**src/rtl/vsr_pkg.sv**
```systemverilog
package vsr_pkg;

   localparam int EN_W     = 3;
   localparam int EN_LSB   = 5;
   localparam int VSEL_BIT = 1;
   localparam int CHG_BIT  = 0;

   typedef struct packed {
      logic [EN_W-1:0] en;
      logic [2:0]      rsv;
      logic            vsel;
      logic            chg;
   } vsr_reg_t;

endpackage

```
**src/rtl/vsr_window.sv**
```systemverilog
module vsr_window #(
   parameter int WINDOW = 4
) (
   input  logic clk,
   input  logic rst_n,
   input  logic arm,
   input  logic take,
   output logic open_o
);

   localparam int CNT_W = (WINDOW > 1) ? $clog2(WINDOW) : 1;

   logic [CNT_W-1:0] cnt_q;
   logic             open_q;

   always_ff @(posedge clk) begin
      if (!rst_n) begin
         open_q <= 1'b0;
         cnt_q  <= '0;
      end else if (arm) begin
         open_q <= 1'b1;
         cnt_q  <= CNT_W'(WINDOW - 1);
      end else if (take) begin
         open_q <= 1'b0;
         cnt_q  <= '0;
      end else if (open_q) begin
         if (cnt_q == '0) open_q <= 1'b0;
         else             cnt_q  <= cnt_q - 1'b1;
      end
   end

   assign open_o = open_q;

endmodule

```
**src/rtl/vsr_tail.sv**
```systemverilog
module vsr_tail #(
   parameter int TAIL_INSNS = 1
) (
   input  logic clk,
   input  logic rst_n,
   input  logic start,
   input  logic insn_done,
   output logic busy
);

   generate
      if (TAIL_INSNS == 1) begin : g_flag
         logic busy_q;
         always_ff @(posedge clk) begin
            if (!rst_n)         busy_q <= 1'b0;
            else if (start)     busy_q <= 1'b1;
            else if (insn_done) busy_q <= 1'b0;
         end
         assign busy = busy_q;
      end else begin : g_cnt
         localparam int TW = $clog2(TAIL_INSNS + 1);
         logic [TW-1:0] left_q;
         always_ff @(posedge clk) begin
            if (!rst_n)                          left_q <= '0;
            else if (start)                      left_q <= TW'(TAIL_INSNS);
            else if (insn_done && left_q != '0)  left_q <= left_q - 1'b1;
         end
         assign busy = (left_q != '0);
      end
   endgenerate

endmodule

```
**src/rtl/vecsel_lock_reg.sv**
```systemverilog
module vecsel_lock_reg
   import vsr_pkg::*;
#(
   parameter int WINDOW     = 4,
   parameter int TAIL_INSNS = 1
) (
   input  logic       clk,
   input  logic       rst_n,
   input  logic       wr_en,
   input  logic [7:0] wr_data,
   input  logic       insn_done,
   output logic [7:0] rd_data,
   output logic [2:0] irq_en,
   output logic       vec_sel,
   output logic       irq_hold
);

   initial begin
      if (WINDOW < 1)     $error("WINDOW must be at least 1");
      if (TAIL_INSNS < 1) $error("TAIL_INSNS must be at least 1");
      if ($bits(vsr_reg_t) != 8) $error("register layout must be 8 bits");
   end

   logic            arm, take, win_open, tail_busy;
   logic [EN_W-1:0] en_q;
   logic            vsel_q;
   logic            rsv_unused;
   vsr_reg_t        rd_f;

   assign rsv_unused = ^wr_data[4:2];

   assign arm  = wr_en &  wr_data[CHG_BIT];
   assign take = wr_en & ~wr_data[CHG_BIT] & win_open;

   always_ff @(posedge clk) begin
      if (!rst_n) begin
         en_q   <= '0;
         vsel_q <= 1'b0;
      end else begin
         if (wr_en) en_q   <= wr_data[EN_LSB +: EN_W];
         if (take)  vsel_q <= wr_data[VSEL_BIT];
      end
   end

   vsr_window #(.WINDOW(WINDOW)) u_win (
      .clk    (clk),
      .rst_n  (rst_n),
      .arm    (arm),
      .take   (take),
      .open_o (win_open)
   );

   vsr_tail #(.TAIL_INSNS(TAIL_INSNS)) u_tail (
      .clk       (clk),
      .rst_n     (rst_n),
      .start     (take),
      .insn_done (insn_done),
      .busy      (tail_busy)
   );

   always_comb begin
      rd_f.en   = en_q;
      rd_f.rsv  = 3'b000;
      rd_f.vsel = vsel_q;
      rd_f.chg  = win_open;
   end

   assign rd_data  = rd_f;
   assign irq_en   = en_q;
   assign vec_sel  = vsel_q;
   assign irq_hold = win_open | tail_busy;

endmodule

```
**config.mk**
```make
export PLATFORM = sky130hd
export DESIGN_NAME = vecsel_lock_reg
export DESIGN_NICKNAME = d
export VERILOG_FILES = /design/src/rtl/vsr_pkg.sv /design/src/rtl/vsr_window.sv /design/src/rtl/vsr_tail.sv /design/src/rtl/vecsel_lock_reg.sv
export SDC_FILE = /design/constraint.sdc
export NUM_CORES = 1
export LEC_CHECK = 0
export BUFFER_PORTS_ARGS = -buffer_cell sky130_fd_sc_hd__buf_2
export CORE_AREA = 2 2 39 41
export DETAILED_ROUTE_END_ITERATION = 8
export DIE_AREA = 0 0 41 43
export GPL_TIMING_DRIVEN = 0
export HOLD_SLACK_MARGIN = 0.12
export PLACE_DENSITY = 0.59
export SLEW_MARGIN = 20
export SYNTH_ARGS = -nofsm -noshare
export SYNTH_HDL_FRONTEND = slang
export SYNTH_SLANG_ARGS = --single-unit
```
**constraint.sdc**
```tcl
create_clock -name clk -period 1.44 [get_ports clk]
set_input_delay 0.36 -clock clk [delete_from_list [all_inputs] [get_ports clk]]
set_output_delay 0.36 -clock clk [all_outputs]
set_load 0.005 [all_outputs]
```
==> results of run 1 <==
[registers in the layout, summed over array words and instances (netlist names)]
register,cells
irq_en,3
u_win.cnt_q,2
u_tail.busy,1
u_win.open_o,1
vec_sel,1
[power by group through the flow]
stage / clock, mW / combinational, mW / sequential, mW
final: 0.170 / 0.0833 / 0.241
after global routing: 0.187 / 0.0957 / 0.243
after CTS: 0.178 / 0.0850 / 0.240
after detailed placement: 0 / 0.0845 / 0.245
after global placement: 0 / 0.0834 / 0.245
after floorplan: 0 / 0.0550 / 0.245
[Yosys cell counts]
| cell type | instances |
|---|---|
| a21boi_1 | 1 |
| or4_1 | 1 |
| or2_2 | 1 |
| inv_1 | 3 |
| buf_6 | 1 |
| o21ai_0 | 1 |
| a21oi_1 | 1 |
| nor3b_1 | 1 |
| conb_1 | 1 |
| nor2b_1 | 4 |
| a21boi_0 | 1 |
| nand2b_1 | 1 |
| clkinv_1 | 1 |
| o21a_1 | 1 |
| and2_4 | 1 |
| ha_1 | 1 |
| nand3b_1 | 1 |
| mux2i_1 | 4 |
| dfxtp_1 | 8 |
| buf_4 | 8 |
| o311a_1 | 1 |
| and2b_1 | 1 |
[layer usage]
metal	vias up	global-route usage, %
li1	179	-
met4	0	4.00
met3	0	6.28
met5	-	0
met2	12	13.8
met1	142	11.7
[stage by stage]
step / area (µm²) / std cells / util (%) / hold slack [ns]
floorplan: 429 / 46 / - / 0.451
global route: 559 / 82 / 40.4 / 0.389
detailed placement: 534 / 79 / 38.6 / 0.473
CTS: 557 / 82 / 40.2 / 0.360
finish: 559 / 82 / 40.4 / 0.364
global placement: 534 / 79 / 38.6 / 0.470
[worst max-delay path: cells and delay by family, from the launching register on]
kind	cells	cell delay (ns)
compound gates	1	0.13
fa+ha+maj	1	0.20
simple gates	2	0.56
flops	1	0.32
buf+inv	1	0.04
[final cells by class]
type	instances	area (µm²)	share of cell area, %
multi-input combinational	25	183	32.7
sequential	8	163	29.1
timing repair buffer	17	85.1	15.2
buffer	9	71.3	12.8
clock buffer	3	22.5	4.03
tap	16	20.0	3.58
inverter	4	15.0	2.68
[worst min-delay path by stage]
| stage | from | to | slack (ns) | depth (start not counted) |
|---|---|---|---|---|
| floorplan | u_tail.busy$_SDFFE_PN0P_ | u_tail.busy$_SDFFE_PN0P_ | 0.45 | 2 |
| global placement | u_tail.busy$_SDFFE_PN0P_ | u_tail.busy$_SDFFE_PN0P_ | 0.47 | 2 |
| detailed placement | u_win.cnt_q[1]$_SDFFE_PN0P_ | u_win.cnt_q[1]$_SDFFE_PN0P_ | 0.47 | 2 |
| CTS | wr_data[6] | irq_en[1]$_SDFFE_PN0P_ | 0.36 | 3 |
| global route | wr_data[5] | irq_en[0]$_SDFFE_PN0P_ | 0.39 | 3 |
| finish | wr_data[6] | irq_en[1]$_SDFFE_PN0P_ | 0.36 | 3 |
[repair_timing]
action,4_1_cts,5_1_grt
hold buffers,0,0
setup buffers,0,0
gates resized for setup,0,2
endpoints found under the setup margin,0,1
hold endpoints to repair,0,0
[cell families after synthesis]
| logic type | synth area share, % |
|---|---|
| other | 0.889 |
| buffers and inverters | 20.5 |
| AND/OR/NAND/NOR | 18.1 |
| multiplexers | 9.50 |
| adder cells (fa/ha/maj) | 2.97 |
| flip-flops | 38.0 |
| AO/OA/AOI/OAI | 10.1 |
==> results.toml, run 1 <==
[clock_tree]
clock_latency_ns = 0.25
cts_sinks = 8
root_buffer = "clkbuf_4"
clkTransAtPathRegs_ns = 0.05
cts_buffers = 3
clockBufferDepth = 2
cts_tree = "built"
cts.htree.levels = 1

[logic_synthesis]
syn_avg_cell_area_um2 = 9.58
synthTopCellsByArea = "dfxtp_1, buf_4, mux2i_1"
ys_seq_elements = 8
synth_warnings = 0
synthesis.area_um2 = 422
yosysSeqAreaShare_pct = 38.0
yosysTopAreaCell = "dfxtp_1"
yosys.area.top_type_share_pct = 38.0
syn_inst = 44
yosysUniqueCellTypes = 22

[worst_setup_path]
cp.required_ns = 1.58
cp-start-kind = "flop"
cp-end-kind = "flop"
crit_start = "u_win.cnt_q[0]$_SDFFE_PN0P_"
arrival_ns = 1.50
path_cells = "inv_1 > ha_1 > and2b_1 > or4_1 > o311a_1"
r2r-start = "u_win.cnt_q[0]$_SDFFE_PN0P_"
rr_endpoint = "u_win.cnt_q[0]$_SDFFE_PN0P_"
max_stage_delay_ns = 0.40
path_max_fanout = 2
path_class = "reg -> reg"
reg2reg_slack_ns = 0.08
rr_worst_depth = 5
crit_slowest_cell = "or4_1"
crit_end = "u_win.cnt_q[0]$_SDFFE_PN0P_"

[route]
drt_pass1_iterations = 2
via_count = 333
drc = 0
drt_iter0_drc = 5
wl_met3_um = 63
wl_met1_um = 288
post_drt_wl_per_cell_um = 8.46
route.met2.wl_um = 342
ant_nets = 0
highest_layer = "met3"
wirelength_um = 694
vias_per_cell = 4.06

[pwr]
p_seq_share_pct = 48.8
switchingPower_mw = 0.113
switching_share_pct = 22.9
peakVddDrop_mv = 0.532
cellInternalPower_mw = 0.381
total_power_mw = 0.494
power_density_nw_per_um2 = 884
power_frac_comb_pct = 16.9
clock_power_share_pct = 34.3
p_leak_nw = 0.301

[global_routing]
grt_use_total_pct = 9.88
grt_pass1_vias = 301
grt_max_degree = 9
grt_pass1_wl_um = 1150
antenna_found_initial = 0
grt_overflow = 0

[cells_and_area]
layout_common_cells = "buf_2, buf_4, dfxtp_1, mux2i_1, nor2b_1"
nets = 81
drive_above_1_share_pct = 50.0
fillers = 148
syn_to_final_growth_pct = 32.6
final_common_cell = "buf_2"
n_antenna_cell = 0

[placement]
place_congestion = 0.647
io_buffers = 17
pre_cts_slack_ns = 0.0652
place_hpwl_um = 553

[timing]
timing.setup.tns_ns = 0
finalCritPeriodShare_pct = 94.7
skew_ns = 0.00169
slew_viol_final = 0
fmax_mhz = 733
period_minus_slack_ns = 1.36
worst_slack_ns = 0.0766
report.final.hold_viol_count = 0
rsz0062_at_grt = "false"
setup_viol = 0

[floorplanning]
ios = 25
die_h_um = 43
rows = 14
core_um2 = 1380
dieArea_um2 = 1760
start_util_pct = 30.5
die_w_um = 41

[job]
cap_violations = 0

[min_path]
hold_path.class = "in -> reg"

[status]
outcome = "finished, final reports clean"
(Power assumes the default switching activity.)
==> inputs of run 2 (changes only) <==
Settings changed: PLACE_DENSITY 0.59 to 0.6.
==> results.toml, run 2 (synthesis gave the netlist of run 1 again) <==
[min_path]
hold_depth = 3
hold_path.class = "in -> reg"

[timing]
rsz0062_at_grt = "false"
timing.setup.tns_ns = 0
hold_slack_ns = 0.369
report.final.hold_viol_count = 0
period_minus_slack_ns = 1.35
finalCritPeriodShare_pct = 93.4
slew_viol_final = 0
setup_viol = 0
skew_ns = 0.00351
fmax_mhz = 743

[clock_tree]
clockBufferDepth = 2
clock_latency_ns = 0.25
cts_setup_buffers = 0
cts_buffers = 3
cts_sinks = 8
cts_hold_repair.buffers = 0
root_buffer = "clkbuf_4"
cts_resized = 0
cts_tree = "built"
cts.htree.levels = 1
clkTransAtPathRegs_ns = 0.05

[cells_and_area]
syn_to_final_growth_pct = 32.6
drive_above_1_share_pct = 48.5
largest_reg_flops = 3
n_antenna_cell = 0
nets = 81
final_common_cell = "buf_2"
layout_common_cells = "buf_2, buf_4, dfxtp_1, mux2i_1, nor2b_1"

[route]
ant_nets = 0
drt_pass1_iterations = 2
post_drt_wl_per_cell_um = 8.59
via_count = 332
wirelength_um = 704
vias_per_cell = 4.05
drt_iter0_drc = 4
drc = 0

[floorplanning]
die_w_um = 41
dieArea_um2 = 1760
start_util_pct = 30.5
core_um2 = 1380
rows = 14
die_h_um = 43
ios = 25

[worst_setup_path]
cp.required_ns = 1.58
cp-end-kind = "flop"
rr_worst_depth = 5
path_class = "reg -> reg"
arrival_ns = 1.48
path_max_fanout = 2
cp-start-kind = "flop"

[status]
outcome = "finished, final reports clean"

[global_routing]
grt_overflow = 0
grt_use_total_pct = 9.88
grt_pass1_wl_um = 1140
antenna_found_initial = 0
grt_pass1_vias = 274
grt_max_degree = 9

[placement]
io_buffers = 17
place_congestion = 0.686
place_hpwl_um = 545

[job]
cap_violations = 0

[pwr]
power_density_nw_per_um2 = 890
p_leak_nw = 0.299
peakVddDrop_mv = 0.468
-- run 2: cell counts in the layout (fill, tap and decap cells not counted) --
Identical to the previous run, type by type.
-- run 2: report_power, final --
group	switching, mW	internal (mW)	leakage [nW]
Clock	0.0777	0.0955	0.0138
Combinational	0.0321	0.0521	0.219
Sequential	0.00719	0.233	0.0657
-- run 2: final timing paths --
check | startpoint | end | slack (ns)
hold / removal | wr_data[6] | irq_en[1]$_SDFFE_PN0P_ | 0.37
setup reg to reg | u_win.cnt_q[0]$_SDFFE_PN0P_ | u_win.cnt_q[0]$_SDFFE_PN0P_ | 0.09
setup / recovery | u_win.cnt_q[0]$_SDFFE_PN0P_ | u_win.cnt_q[0]$_SDFFE_PN0P_ | 0.09
hold reg to reg | u_tail.busy$_SDFFE_PN0P_ | u_tail.busy$_SDFFE_PN0P_ | 0.49
-- run 2: routing by layer --
layer	share of wire, %	global-route usage (%)
met2	47	12.8
met1	42	12.7
met3	10	7.85
met5	0	0
met4	0	2.00
-- run 2: layout make-up --
cell class	count	area [µm²]
Sequential cell	8	160
Buffer	9	71.3
Inverter	4	15.0
Tap cell	16	20.0
Fill cell	143	825
Timing Repair Buffer	17	85.1
Clock buffer	3	22.5
Multi-Input combinational cell	25	185
-- run 2: critical path, stage by stage, from the launching register on --
cell	delay (ns)
dfxtp_1	0.32
inv_1	0.06
ha_2	0.18
and2b_1	0.16
or4_1	0.39
o311a_1	0.13
-- run 2: metrics by stage --
stage	cells	utilization (%)	power [mW]	cell area, µm²	setup slack [ns]
5_1_grt	82	40.4	0.533	559	0.0203
3_5_place_dp	79	38.6	0.329	534	0.0790
6_report	82	40.4	0.498	559	0.0948
2_1_floorplan	46	-	0.300	429	0.125
3_3_place_gp	79	38.6	0.328	534	0.0867
4_1_cts	82	40.2	0.511	557	0.0699
